$ cat src/rtl/nested_irq_ctrl.sv
module nested_irq_ctrl #(
  parameter int LEVELS = 7,
  parameter int DEPTH  = 8
) (
  input  logic              clk,
  input  logic              rst_n,
  input  logic [LEVELS-1:0] irq_req,
  input  logic              ack,
  input  logic              ret,
  input  logic              mask_ld,
  input  logic [$clog2(LEVELS+1)-1:0] mask_din,
  output logic [$clog2(LEVELS+1)-1:0] ipl_n,
  output logic [$clog2(LEVELS+1)-1:0] mask,
  output logic              err_ovf,
  output logic              err_unf
);
  localparam int LW = $clog2(LEVELS+1);
  localparam int PW = $clog2(DEPTH+1);
  localparam int AW = $clog2(DEPTH);
  localparam logic [LW-1:0] TOP = LW'(LEVELS);

  logic [LW-1:0] mask_q;
  logic [LW-1:0] stk [2**AW];
  logic [PW-1:0] depth_q;
  logic          top_q, top_pend;
  logic [LEVELS-1:0] eff;
  logic [LW-1:0] hi;
  logic          recog, take, push_ok, ovf, do_ret, pop_ok, unf, top_rise;

  assign eff = {top_pend, irq_req[LEVELS-2:0]};

  always_comb begin
    hi = '0;
    for (int i = 0; i < LEVELS; i++)
      if (eff[i]) hi = LW'(i + 1);
  end

  assign recog    = (hi != '0) && ((hi > mask_q) || (hi == TOP));
  assign ipl_n    = recog ? ~hi : '1;
  assign mask     = mask_q;
  assign take     = ack && recog && !mask_ld;
  assign push_ok  = take && (depth_q != PW'(DEPTH));
  assign ovf      = take && (depth_q == PW'(DEPTH));
  assign do_ret   = ret && !mask_ld && !take;
  assign pop_ok   = do_ret && (depth_q != '0);
  assign unf      = do_ret && (depth_q == '0);
  assign top_rise = irq_req[LEVELS-1] && !top_q;

  always_ff @(posedge clk or negedge rst_n) begin
    if (!rst_n) begin
      mask_q   <= '0;
      depth_q  <= '0;
      top_q    <= 1'b0;
      top_pend <= 1'b0;
      err_ovf  <= 1'b0;
      err_unf  <= 1'b0;
    end else begin
      top_q   <= irq_req[LEVELS-1];
      err_ovf <= ovf;
      err_unf <= unf;
      if (top_rise) top_pend <= 1'b1;
      else if (push_ok && hi == TOP) top_pend <= 1'b0;
      if (mask_ld) mask_q <= mask_din;
      else if (push_ok) begin
        mask_q  <= hi;
        depth_q <= depth_q + 1'b1;
      end else if (pop_ok) begin
        mask_q  <= stk[AW'(depth_q - 1'b1)];
        depth_q <= depth_q - 1'b1;
      end
    end
  end

  always_ff @(posedge clk)
    if (push_ok) stk[AW'(depth_q)] <= mask_q;

  assert_code_above_mask_R3: assert property (@(posedge clk) disable iff (!rst_n)
    (ipl_n != '1) |-> ((~ipl_n > mask) || (~ipl_n == TOP)));
  assert_no_overflow_R8: assert property (@(posedge clk) disable iff (!rst_n)
    depth_q <= PW'(DEPTH));
  assert_ovf_hold_R8: assert property (@(posedge clk) disable iff (!rst_n)
    err_ovf |-> ($stable(mask) && $stable(depth_q)));
  assert_unf_hold_R9: assert property (@(posedge clk) disable iff (!rst_n)
    err_unf |-> ($stable(mask) && $stable(depth_q)));
  assert_load_wins_R10: assert property (@(posedge clk) disable iff (!rst_n)
    mask_ld |=> (mask == $past(mask_din)));
  assert_take_raises_R4: assert property (@(posedge clk) disable iff (!rst_n)
    (ack && !mask_ld && ipl_n != '1 && depth_q != PW'(DEPTH)) |=> (mask == ~$past(ipl_n)));
endmodule

$ cat config.mk
export PLATFORM = sky130hd
export DESIGN_NAME = nested_irq_ctrl
export DESIGN_NICKNAME = d
export VERILOG_FILES = /design/src/rtl/nested_irq_ctrl.sv
export SDC_FILE = /design/constraint.sdc
export NUM_CORES = 1
export LEC_CHECK = 0
export ABC_AREA = 0
export BUFFER_PORTS_ARGS = -buffer_cell sky130_fd_sc_hd__buf_2
export CAP_MARGIN = 20
export CELL_PAD_IN_SITES_DETAIL_PLACEMENT = 1
export CELL_PAD_IN_SITES_GLOBAL_PLACEMENT = 2
export CORE_AREA = 2 2 71 73
export CTS_CLUSTER_SIZE = 14
export DETAILED_ROUTE_END_ITERATION = 6
export DIE_AREA = 0 0 73 75
export GPL_ROUTABILITY_DRIVEN = 1
export PLACE_DENSITY = 0.76
export SLEW_MARGIN = 20
export SYNTH_ARGS = -nofsm -noshare
export SYNTH_HDL_FRONTEND = slang
export SYNTH_SLANG_ARGS = --single-unit
$ cat constraint.sdc
create_clock -name clk -period 3.98 [get_ports clk]
set_input_delay 0.199 -clock clk [delete_from_list [all_inputs] [get_ports clk]]
set_output_delay 0.199 -clock clk [all_outputs]
set_load 0.005 [all_outputs]
==> results_tabular.tex <==
\begin{tabular}{lr}
\hline
Metric & Value \\
\hline
\multicolumn{2}{l}{\textbf{Run status}} \\
\quad Status & finished clean \\
\multicolumn{2}{l}{\textbf{Detailed routing}} \\
\quad Via-per-instance ratio & approximately 5.6 \\
\quad Overall routed net length & between 4000 and 5000 µm \\
\quad Count of TritonRoute iterations in the first routing pass & 4 \\
\quad Total number of vias & 1224 \\
\quad DRT antenna net count & 0 \\
\quad Mean routed wirelength per cell & 18.85 µm \\
\quad Number of remaining DRC errors & 0 \\
\quad DRC marker count from the first detailed-route iteration & between 70 and 80 \\
\multicolumn{2}{l}{\textbf{Logic synthesis}} \\
\quad Number of flops mapped to enable cells by yosys & 24 \\
\quad Count of different cell masters after synthesis & 45 \\
\quad Seq/Total Area, Yosys & between 50\% and 60\% \\
\quad Library cell with the largest summed area after synthesis & edfxtp\_1 \\
\quad Predominant post-synthesis flop cell & edfxtp\_1 \\
\quad Synthesized area divided by synthesized cell count & roughly 13 µm² \\
\quad Syn\_nets & $\sim$160 \\
\quad Flops \& latches, synth & 35 \\
\quad Main area contributors after synthesis & edfxtp\_1 (41\%), dfrtp\_1 (16\%), mux4\_2 (7.7\%) \\
\quad Area fraction of the dominant cell type after synthesis & 40.88\% \\
\quad Ys async rst share & roughly a third \\
\quad Warnings from Yosys & 0 \\
\quad Synthesized instance count & about 140 \\
\quad Cell Area, Synth & 1763 µm² \\
\multicolumn{2}{l}{\textbf{Die}} \\
\quad Initial Util & 37.83\% \\
\quad Die extent in y & 75 µm \\
\quad Area of the core region & between 4000 and 5000 µm² \\
\quad Die area & between 5000 and 6000 µm² \\
\quad Top Ports & 23 \\
\quad Die Width & 73 µm \\
\quad Number of cell rows & 25 \\
\multicolumn{2}{l}{\textbf{STA}} \\
\quad Worst-margin pin slew & a little under 0.6 ns \\
\quad Highest attainable clock frequency & between 300 and 400 MHz \\
\quad Setup total negative slack & 0 ns \\
\quad Worst clock skew & 0.008152 ns \\
\quad Slew margin rel. & 59.93\% \\
\quad Setup repair after global routing missed its margin & no \\
\quad Post-route clock period utilization & 81.79\% \\
\quad Number of hold violations in the final report & 0 \\
\quad \# setup viols final & 0 \\
\quad Pins over their slew limit & 0 \\
\quad Clock period minus worst slack & 3.255 ns \\
\multicolumn{2}{l}{\textbf{Setup path}} \\
\quad Critical path class & reg2reg \\
\quad Cell Chain, Critical Path & or4\_1, ha\_1, nand3\_1, o21ai\_0, o31ai\_2, nand2\_1, nor4\_1 \\
\quad Kind of cell with the highest combined delay on the critical path & simple AND/OR/NAND/NOR gates \\
\quad Data required time of the critical path & approximately 3.9 ns \\
\quad Peak fanout along the critical path & 9 \\
\quad Type of element capturing the critical path & flop \\
\quad Largest stage delay, worst path & approximately 0.54 ns \\
\quad Count of buffer and inverter cells on the critical path & 0 \\
\quad Slack of the worst reg-to-reg path & between 0.7 and 0.8 ns \\
\quad Startpoint type of the worst setup path & flop \\
\quad Worst-path cell with the longest stage delay & nor4\_1 \\
\quad Data arrival at the endpoint of the critical path & about 3.2 ns \\
\multicolumn{2}{l}{\textbf{Place}} \\
\quad Placed cell count & 209 \\
\quad Sum of net half-perimeters after detailed placement & 3095 µm \\
\quad Final weighted congestion of routability-driven global placement & between 0.8 and 0.9 \\
\quad Number of buffer cells added on primary ports & 22 \\
\multicolumn{2}{l}{\textbf{Power and ir drop}} \\
\quad Worst supply voltage drop on vdd & approximately 0.28 mV \\
\quad Switching fraction of total power & between 30\% and 40\% \\
\quad Clk network pwr share & about 23\% \\
\quad Static Leak & 0.7926 nW \\
\quad Total internal power & 0.8989 mW \\
\quad Switching power of the nets & roughly 0.5 mW \\
\quad Part of the power in combinational logic & between 30\% and 40\% \\
\quad Sequential cell fraction of total power & 38.4\% \\
\quad Total power density per cell area & 689.3 nW/µm² \\
\multicolumn{2}{l}{\textbf{Clock network}} \\
\quad Root buf cell & clkbuf\_8 \\
\quad H-Tree Depth & 2 \\
\quad Clock tree from TritonCTS & yes \\
\quad TritonCTS buffer count & 5 \\
\quad Clock-pin slew of the registers on the worst-case setup and hold paths & 0.07 ns \\
\quad TritonCTS Sinks & 35 \\
\quad Bufs on Longest Clock Path & 2 \\
\quad Clock latency reported for the late side of the worst-skew pair & 0.29 ns \\
\multicolumn{2}{l}{\textbf{Global route}} \\
\quad Via count of the first global-routing pass & between 1000 and 1500 \\
\quad Global route total overflow & 0 \\
\quad Maximum number of pins on one net before global-route repair & 14 \\
\quad Number of antenna violations at the first check in global routing & 0 \\
\quad Global-route wire length before repair & roughly 6900 µm \\
\quad Total global routing track utilization & about 17\% \\
\multicolumn{2}{l}{\textbf{Final layout}} \\
\quad Number of nets in the layout & 183 \\
\quad Core Util, Final & between 40\% and 50\% \\
\quad Area Overhead vs Synth & 16.11\% \\
\quad Count of non-filler cells in the finished layout & roughly 220 \\
\quad Diodes inserted & 0 \\
\quad Fraction of final layout cells sized beyond drive strength 1 & 26.83\% \\
\multicolumn{2}{l}{\textbf{Min path}} \\
\quad Type of the tightest min-delay check & in2reg \\
\multicolumn{2}{l}{\textbf{Run}} \\
\quad Max capacitance violation total & 0 \\
\hline
\end{tabular}
==> logic make-up after synthesis <==
family | share of synthesized area [%]
simple gates | 11.64
buf+inv | 4.116
flops | 56.49
mux | 9.510
fa+ha+maj | 3.549
xor+xnor | 1.491
compound gates | 13.20
==> area by class of cell <==
type,count,area (µm²)
well taps,54,67.56
multi-input cells,85,694.4
repair buffers,24,127.6
flip-flops and latches,35,996.0
inverters,12,45.04
clock inverters,3,47.55
clock buffers,5,68.82
fillers,498,2614
==> repair_timing <==
item / CTS / global route
hold buffers: 1 / 0
resized for setup: 0 / 0
buffers inserted: 0 / 0
hold endpoints to repair: 11 / 0
setup endpoints to repair: 0 / 0
==> cells in the mapped netlist (all sizes together) (3+ instances only) <==
cell type,number
a21oi,7
nand3,5
o31ai,3
o22ai,3
buf,3
ha,5
nor3,4
nand2,8
edfxtp,24
nor2b,4
dfrtp,11
inv,12
mux4,6
nor2,9
o21ai,3
==> cells in the final DEF, fill, tap and decap left out, types with 2 or more instances in the layout <==
cell,count
clkbuf_8,5
mux4_2,6
nor4_1,2
o22ai_1,2
a21oi_1,7
buf_2,22
xor2_1,2
mux2_2,2
o21ai_0,2
nand3_1,5
inv_1,12
o31ai_1,2
dfrtp_1,11
nor3_1,4
nor2b_1,4
edfxtp_1,24
nor2_1,9
nand2_1,8
nand2b_1,2
ha_1,5
==> stage by stage <==
stage,total power [mW],instance area [µm²],hold WS [ns],setup slack [ns]
floorplan,0.9233,1763,-0.09659,1.185
global placement,1.079,1921,0.08993,0.9721
detailed placement,1.091,1921,0.1003,0.7227
CTS,1.422,2047,0.02149,0.7251
global route,1.503,2047,0.02372,0.3604
finish,1.411,2047,0.02917,0.7249
==> flip-flops by register name, summed over array words and instances, names as in the netlist <==
name	count
err_unf	1
err_ovf	1
top_q	1
mask	3
depth_q	4
top_pend	1
stk	24
==> path summary, 6_finish.rpt <==
path                            start          to  cells after the start
max                          top_pend   stk[0][0]                      7
min                        irq_req[6]       top_q                      1
max reg2reg                  top_pend   stk[0][0]                      7
min reg2reg                     top_q    top_pend                      1
max in group asynchronous       rst_n  depth_q[0]                      2
min in group asynchronous       rst_n     mask[1]                      2
==> per-layer routing <==
metal  track usage (%)  share of wire [%]  vias to the layer above  routed length [µm]
met5                 0                  0                        -                   0
met4             7.407                1.8                        0                  72
met3             2.276                2.8                        7                 114
met2             28.13                 50                       31                2050
met1             23.47                 46                      614                1872
li1                  -                  -                      572                   -
==> power by group through the flow <==
stage	clock network, mW	logic [mW]	registers, mW
after floorplan	0	0.407	0.516
after global placement	0	0.530	0.548
after detailed placement	0	0.541	0.550
after CTS	0.334	0.548	0.541
after global routing	0.351	0.598	0.553
final	0.327	0.543	0.542
Note: power is estimated with default switching activity, not from simulation.
